==> src/rtl/can_bt_pkg.sv <==
package can_bt_pkg;

    localparam int PRESC_W = 10;
    localparam int PH1_W   = 4;
    localparam int PH2_W   = 3;
    localparam int SJW_W   = 2;
    // quantum counter must hold the longest stretched first phase
    localparam int QC_W    = PH1_W + 1;

    typedef enum logic [1:0] {
        SEG_SYNC = 2'd0,
        SEG_PH1  = 2'd1,
        SEG_PH2  = 2'd2
    } seg_e;

    typedef struct packed {
        logic [PRESC_W-1:0] presc;
        logic [PH1_W-1:0]   ph1;
        logic [PH2_W-1:0]   ph2;
        logic [SJW_W-1:0]   sjw;
    } bt_cfg_t;

    function automatic logic [QC_W-1:0] qmin(input logic [QC_W-1:0] a,
                                              input logic [QC_W-1:0] b);
        return (a < b) ? a : b;
    endfunction

endpackage

==> src/rtl/can_bt_quantum.sv <==
module can_bt_quantum
    import can_bt_pkg::*;
#(
    parameter int DIV = 4
) (
    input  logic               clk,
    input  logic               rst,
    input  logic               restart,
    input  logic [PRESC_W-1:0] presc,
    output logic               scl_en,
    output logic               tq_en
);
    localparam int DIV_W = (DIV > 1) ? $clog2(DIV) : 1;

    logic [DIV_W-1:0]   div_cnt;
    logic [PRESC_W-1:0] pre_cnt;

    assign scl_en = (div_cnt == DIV_W'(DIV - 1));
    assign tq_en  = scl_en && (pre_cnt == presc);

    always_ff @(posedge clk) begin
        if (restart) begin
            div_cnt <= '0;
            pre_cnt <= '0;
        end else begin
            div_cnt <= scl_en ? '0 : div_cnt + 1'b1;
            if (scl_en)
                pre_cnt <= tq_en ? '0 : pre_cnt + 1'b1;
        end
    end

    // a quantum spans at least DIV clocks, so ticks never touch
    assert_tq_spacing_R1: assert property (@(posedge clk) disable iff (rst)
        tq_en |=> !tq_en)
        else $error("quantum ticks back to back");

endmodule

==> src/rtl/can_bt_segmenter.sv <==
module can_bt_segmenter
    import can_bt_pkg::*;
(
    input  logic    clk,
    input  logic    rst,
    input  logic    hold,
    input  logic    hard_sync,
    input  logic    tq_en,
    input  logic    rx_fall,
    input  bt_cfg_t cfg,
    output seg_e    seg,
    output logic    smp_stb,
    output logic    bit_stb
);
    logic [QC_W-1:0] qc, ext_q, shr_q, ext_n, shr_n;
    logic [QC_W-1:0] ph1_len, ph2_len, jump;
    logic            used, edge_ph1, edge_ph2, ph1_end, ph2_end;

    assign ph1_len = QC_W'(cfg.ph1) + QC_W'(1);
    assign ph2_len = QC_W'(cfg.ph2) + QC_W'(1);
    assign jump    = QC_W'(cfg.sjw) + QC_W'(1);

    assign edge_ph1 = rx_fall && !used && (seg == SEG_PH1);
    assign edge_ph2 = rx_fall && !used && (seg == SEG_PH2);

    // an edge arriving on a tick already counts for that tick
    assign ext_n = edge_ph1 ? qmin(qc + QC_W'(1), jump) : ext_q;
    assign shr_n = edge_ph2 ? qmin(ph2_len - qc, jump) : shr_q;

    assign ph1_end = tq_en && (seg == SEG_PH1) && (qc + QC_W'(1) >= ph1_len + ext_n);
    assign ph2_end = tq_en && (seg == SEG_PH2) && (qc + QC_W'(1) >= ph2_len - shr_n);

    always_ff @(posedge clk) begin
        if (hold || hard_sync) begin
            seg     <= SEG_SYNC;
            qc      <= '0;
            ext_q   <= '0;
            shr_q   <= '0;
            used    <= 1'b0;
            smp_stb <= 1'b0;
            bit_stb <= 1'b0;
        end else begin
            smp_stb <= ph1_end;
            bit_stb <= ph2_end;
            ext_q   <= ext_n;
            shr_q   <= shr_n;
            used    <= used | edge_ph1 | edge_ph2;
            if (tq_en) begin
                unique case (seg)
                    SEG_SYNC: begin
                        seg   <= SEG_PH1;
                        qc    <= '0;
                        ext_q <= '0;
                        shr_q <= '0;
                        used  <= 1'b0;
                    end
                    SEG_PH1: begin
                        if (ph1_end) begin
                            seg <= SEG_PH2;
                            qc  <= '0;
                        end else begin
                            qc  <= qc + QC_W'(1);
                        end
                    end
                    default: begin
                        if (ph2_end) begin
                            seg <= SEG_SYNC;
                            qc  <= '0;
                        end else begin
                            qc  <= qc + QC_W'(1);
                        end
                    end
                endcase
            end
        end
    end

    assert_sample_enters_ph2_R2: assert property (@(posedge clk) disable iff (rst)
        smp_stb |-> (seg == SEG_PH2) && (qc == '0))
        else $error("sample strobe outside second phase start");

    assert_bit_enters_sync_R3: assert property (@(posedge clk) disable iff (rst)
        bit_stb |-> (seg == SEG_SYNC))
        else $error("bit strobe outside sync segment");

    assert_ext_limit_R5: assert property (@(posedge clk) disable iff (rst)
        ext_q <= jump)
        else $error("phase 1 stretch beyond jump width");

    assert_shr_limit_R6: assert property (@(posedge clk) disable iff (rst)
        shr_q <= jump)
        else $error("phase 2 cut beyond jump width");

    assert_single_adjust_R7: assert property (@(posedge clk) disable iff (rst)
        !((ext_q != '0) && (shr_q != '0)))
        else $error("two adjustments in one bit");

    assert_hard_restart_R8: assert property (@(posedge clk) disable iff (rst)
        (hard_sync && !hold) |=> (seg == SEG_SYNC) && (qc == '0) && !bit_stb)
        else $error("hard sync did not restart the bit");

endmodule

==> src/rtl/can_bt_ipt.sv <==
module can_bt_ipt #(
    parameter int LEN = 3
) (
    input  logic clk,
    input  logic rst,
    input  logic hold,
    input  logic scl_en,
    input  logic start,
    output logic done
);
    localparam int CW = $clog2(LEN + 1);

    logic [CW-1:0] left;

    always_ff @(posedge clk) begin
        if (hold) begin
            left <= '0;
            done <= 1'b0;
        end else begin
            done <= scl_en && (left == CW'(1));
            if (start)
                left <= CW'(LEN);
            else if (scl_en && (left != '0))
                left <= left - 1'b1;
        end
    end

    assert_ipt_on_scl_R4: assert property (@(posedge clk) disable iff (rst)
        done |-> $past(scl_en))
        else $error("processing window ended off a CAN clock");

endmodule

==> src/rtl/can_bit_timer.sv <==
module can_bit_timer
    import can_bt_pkg::*;
#(
    parameter int SCL_DIV = 4,
    parameter int IPT_LEN = 3
) (
    input  logic               clk,
    input  logic               rst,
    input  logic               init,
    input  logic [PRESC_W-1:0] presc_i,
    input  logic [PH1_W-1:0]   ph1_i,
    input  logic [PH2_W-1:0]   ph2_i,
    input  logic [SJW_W-1:0]   sjw_i,
    input  logic               hard_sync,
    input  logic               rx_fall,
    output logic               tq_stb,
    output logic [1:0]         seg_o,
    output logic               smp_stb,
    output logic               bit_stb,
    output logic               ipt_stb
);
    bt_cfg_t cfg_q;
    seg_e    seg;
    logic    hold, scl_en, tq_en;

    assign hold = rst || init;

    always_ff @(posedge clk) begin
        if (hold)
            cfg_q <= '{presc: presc_i, ph1: ph1_i, ph2: ph2_i, sjw: sjw_i};
        if (hold || hard_sync)
            tq_stb <= 1'b0;
        else
            tq_stb <= tq_en;
    end

    can_bt_quantum #(.DIV(SCL_DIV)) u_quantum (
        .clk     (clk),
        .rst     (rst),
        .restart (hold || hard_sync),
        .presc   (cfg_q.presc),
        .scl_en  (scl_en),
        .tq_en   (tq_en)
    );

    can_bt_segmenter u_seg (
        .clk       (clk),
        .rst       (rst),
        .hold      (hold),
        .hard_sync (hard_sync),
        .tq_en     (tq_en),
        .rx_fall   (rx_fall),
        .cfg       (cfg_q),
        .seg       (seg),
        .smp_stb   (smp_stb),
        .bit_stb   (bit_stb)
    );

    can_bt_ipt #(.LEN(IPT_LEN)) u_ipt (
        .clk    (clk),
        .rst    (rst),
        .hold   (hold),
        .scl_en (scl_en),
        .start  (smp_stb),
        .done   (ipt_stb)
    );

    assign seg_o = seg;

    assert_seg_code_R10: assert property (@(posedge clk) disable iff (rst)
        seg_o != 2'd3)
        else $error("illegal segment code");

    assert_config_frozen_R9: assert property (@(posedge clk) disable iff (rst)
        (!init && !$past(init)) |-> $stable(cfg_q))
        else $error("configuration changed while running");

endmodule

==> config.mk <==
export PLATFORM = sky130hd
export DESIGN_NAME = can_bit_timer
export DESIGN_NICKNAME = d
export VERILOG_FILES = /design/src/rtl/can_bt_pkg.sv /design/src/rtl/can_bt_quantum.sv /design/src/rtl/can_bt_segmenter.sv /design/src/rtl/can_bt_ipt.sv /design/src/rtl/can_bit_timer.sv
export SDC_FILE = /design/constraint.sdc
export NUM_CORES = 1
export LEC_CHECK = 0
export ABC_AREA = 1
export BUFFER_PORTS_ARGS = -buffer_cell sky130_fd_sc_hd__buf_4
export CAP_MARGIN = 10
export CORE_MARGIN = 5
export CORE_UTILIZATION = 50
export DETAILED_ROUTE_END_ITERATION = 10
export GPL_TIMING_DRIVEN = 1
export MAX_ROUTING_LAYER = met4
export PLACE_DENSITY = 0.72
export SLEW_MARGIN = 0
export SYNTH_ARGS = -nofsm -noshare
export SYNTH_HDL_FRONTEND = slang
export SYNTH_SLANG_ARGS = --single-unit
==> constraint.sdc <==
create_clock -name clk -period 4.8 [get_ports clk]
set_input_delay 0.24 -clock clk [delete_from_list [all_inputs] [get_ports clk]]
set_output_delay 0.24 -clock clk [all_outputs]
set_load 0.05 [all_outputs]
==> results.md <==
- Design area: 3696 µm²
- Startpoint types: flop
- Largest net degree at the start of global routing: 24
- Clock slew at reported path FFs: 0.10 ns
- Die area: 8093 µm²
- DR WL/cell: 12.50 µm
- Fin Clk Skew: 0.007340 ns
- CP max FO: 6
- Area of the multi-input gates: 1693 µm²
- DR vias: 2,649
- CP endpoint kind: flop
- Die span in y: 89.96 µm
- Synth Instances: 393
- Final core utilization: 58.88%
- Hold Buf Count CTS: 0
- Post-route setup TNS: 0 ns
- Worst skew pair latency: 0.31 ns
- H-tree lvl count: 2
- Mapped Nets: 451
- HPWL after detailed placement: 5.160 mm
- Cell Area, Placed: 3536 µm²
- Routed wire length: 6.410 mm
- Crit path buffers/inverters: 6
- Peak supply drop: 0.1452 mV
- Delay-heaviest family, CP: adder cells
- Max Cap Viol: 0
- WP data arrival: 4.70 ns
- Gr usage total: 16.84%
- First-pass GRT wire length: 11.14 mm
- Cell Area, Synth: 3197 µm²
- TritonCTS buffer count: 5
- Static leakage: 1.664 nW
- Pwr Density: 256.2 nW/µm²
- Core ar.: 6277 µm²
- Max Slew Vio Count: 0
- Fill count: 594
- P&R area growth vs syn: 15.62%
- Clk buf depth: 2
- CTS tree: built
- # nets final: 493
- Root Buffer: clkbuf_8
- Die X: 89.96 µm
- Drt pass-1 iters: 4
- IO Count: 30
- Total congestion overflow: 0
- Syn_area_per_cell: 8.134 µm²
- Fin crit period: 4.436 ns
- Initial antenna violation count: 0
- Synth cell types: 33
- Via-to-Cell Ratio: 5.164
- Max stage delay on crit path: 0.50 ns
- WHS: 0.1004 ns
- Hold WC Path Type: input port to flop
- Actual slew at the worst max-slew pin: 0.5557 ns
- Power after layout: 0.9468 mW
- I/O Buffers: 29
- DRT iter0 DRCs: 92
- WP data required: 5.06 ns
- Slew margin rel.: 62.61%
- Critical path's slowest cell: fa_1
- Status: completed
- Final Wtd Congestion: 0.8764
- # DRC: 0
- Vias in the first global route: 2,631
- Setup violators final: 0
- Setup Crit Path Kind: flop to flop
- Initial Util: 50.93%
- Yosys warns: 0
- Layout cells sized above 1: 15.83%
- Final hold vios: 0
- FF+latch area: 1292 µm²
- Ant. Diodes: 0
- Fin crit share: 92.42%
- Flip-flop and latch count after synthesis: 55
- Fmax: 225.4 MHz
- Clk sinks: 55
- Sequential-to-total area share from yosys stat: 40.39%
- # rows: 29
- Post-DRT Antenna Nets: 0
synthesized netlist by cell type:
master | number | area, µm²
nand2_4 | 2 | 22.52
and3_1 | 5 | 31.28
a21oi_2 | 1 | 8.760
o22ai_1 | 1 | 6.260
o211ai_1 | 2 | 15.01
a21oi_1 | 20 | 100.1
ha_1 | 32 | 400.4
nor2_1 | 42 | 157.7
xor2_1 | 8 | 70.07
dfxtp_1 | 36 | 720.7
or2_1 | 1 | 6.260
nand4_1 | 10 | 62.56
or2_2 | 5 | 31.28
xnor2_1 | 5 | 43.79
edfxtp_1 | 19 | 570.6
nor2_4 | 2 | 22.52
nor3b_1 | 1 | 7.510
o21ai_0 | 19 | 95.09
inv_2 | 3 | 11.26
nor4_4 | 1 | 21.27
nand3_2 | 1 | 10.01
buf_2 | 1 | 5.000
nand2_2 | 2 | 12.51
inv_1 | 64 | 240.2
o21ai_1 | 3 | 15.01
nor3_4 | 1 | 16.27
nand3_1 | 22 | 110.1
nand2_1 | 69 | 259.0
nand3b_1 | 3 | 22.52
fa_1 | 2 | 40.04
o2111ai_1 | 2 | 17.52
nor4_1 | 3 | 18.77
nor3_1 | 5 | 25.02
cell families after synthesis:
group           synth area share, %
xor+xnor                      3.562
simple gates                  26.18
compound gates                8.063
fa+ha+maj                     13.78
flops                         40.39
buf+inv                       8.023
where the power goes:
part | leakage, nW | total (mW) | switching (mW) | internal (mW)
registers | 0.484 | 0.507 | 0.00901 | 0.498
logic | 1.13 | 0.179 | 0.102 | 0.0769
clock network | 0.0461 | 0.260 | 0.155 | 0.106
stage by stage:
stage / std cells / setup WS [ns]
floorplan: 393 / 0.6162
global placement: 502 / 0.4367
finish: 513 / 0.3639
CTS: 510 / 0.2026
detailed placement: 502 / 0.2312
global route: 513 / -0.02939
cells in the final DEF (no fill, tap or decap), drive strengths merged:
master and n:
nand2 73, a21oi 21, dfxtp 36, or2 6, xnor2 5, nand3 23, xor2 8, nor3b 1
nand3b 3, inv 68, o211ai 2, nor4 4, and3 5, buf 36, edfxtp 19, ha 32
clkinv 1, nor3 6, fa 2, nor2 44, nand4 10, clkinvlp 1, clkbuf 5, o21ai 22
o2111ai 2, o22ai 1
registers in the layout (all words and copies together) (netlist names), 2 cells and up:
register           flops
u_seg.qc               5
cfg_q                 19
u_seg.ext_q            5
u_seg.shr_q            5
u_quantum.pre_cnt     10
u_seg.seg              2
u_ipt.left             2
u_quantum.div_cnt      2
layer usage:
layer	share of wire, %	track usage, %	up-vias
li1	-	-	1380
met1	46	20.47	1225
met4	1.0	4.715	0
met2	50	28.72	39
met3	3.9	3.005	5
met5	0	-	-
final timing paths:
kind	to	cells past startpoint	start	slack [ns]
setup / recovery	u_seg.seg[1]	31	cfg_q[2]	0.36
hold reg to reg	u_quantum.div_cnt[0]	1	u_quantum.div_cnt[0]	0.43
setup reg to reg	u_seg.seg[1]	31	cfg_q[2]	0.36
hold / removal	cfg_q[9]	1	presc_i[0]	0.10
timing repair:
action	4_1_cts	5_1_grt
buffers inserted	0	3
resized for setup	0	8
endpoints found under the setup margin	0	8
hold endpoints to repair	0	0
final cells by class:
type | count | area share (%)
Sequential cell | 55 | 34.97
Tap cell | 77 | 2.607
Clock buffer | 5 | 1.862
Clock inverter | 3 | 0.6432
Inverter | 67 | 6.804
Timing Repair Buffer | 36 | 7.312
Multi-Input combinational cell | 270 | 45.80
Note: power is estimated with default switching activity, not from simulation.
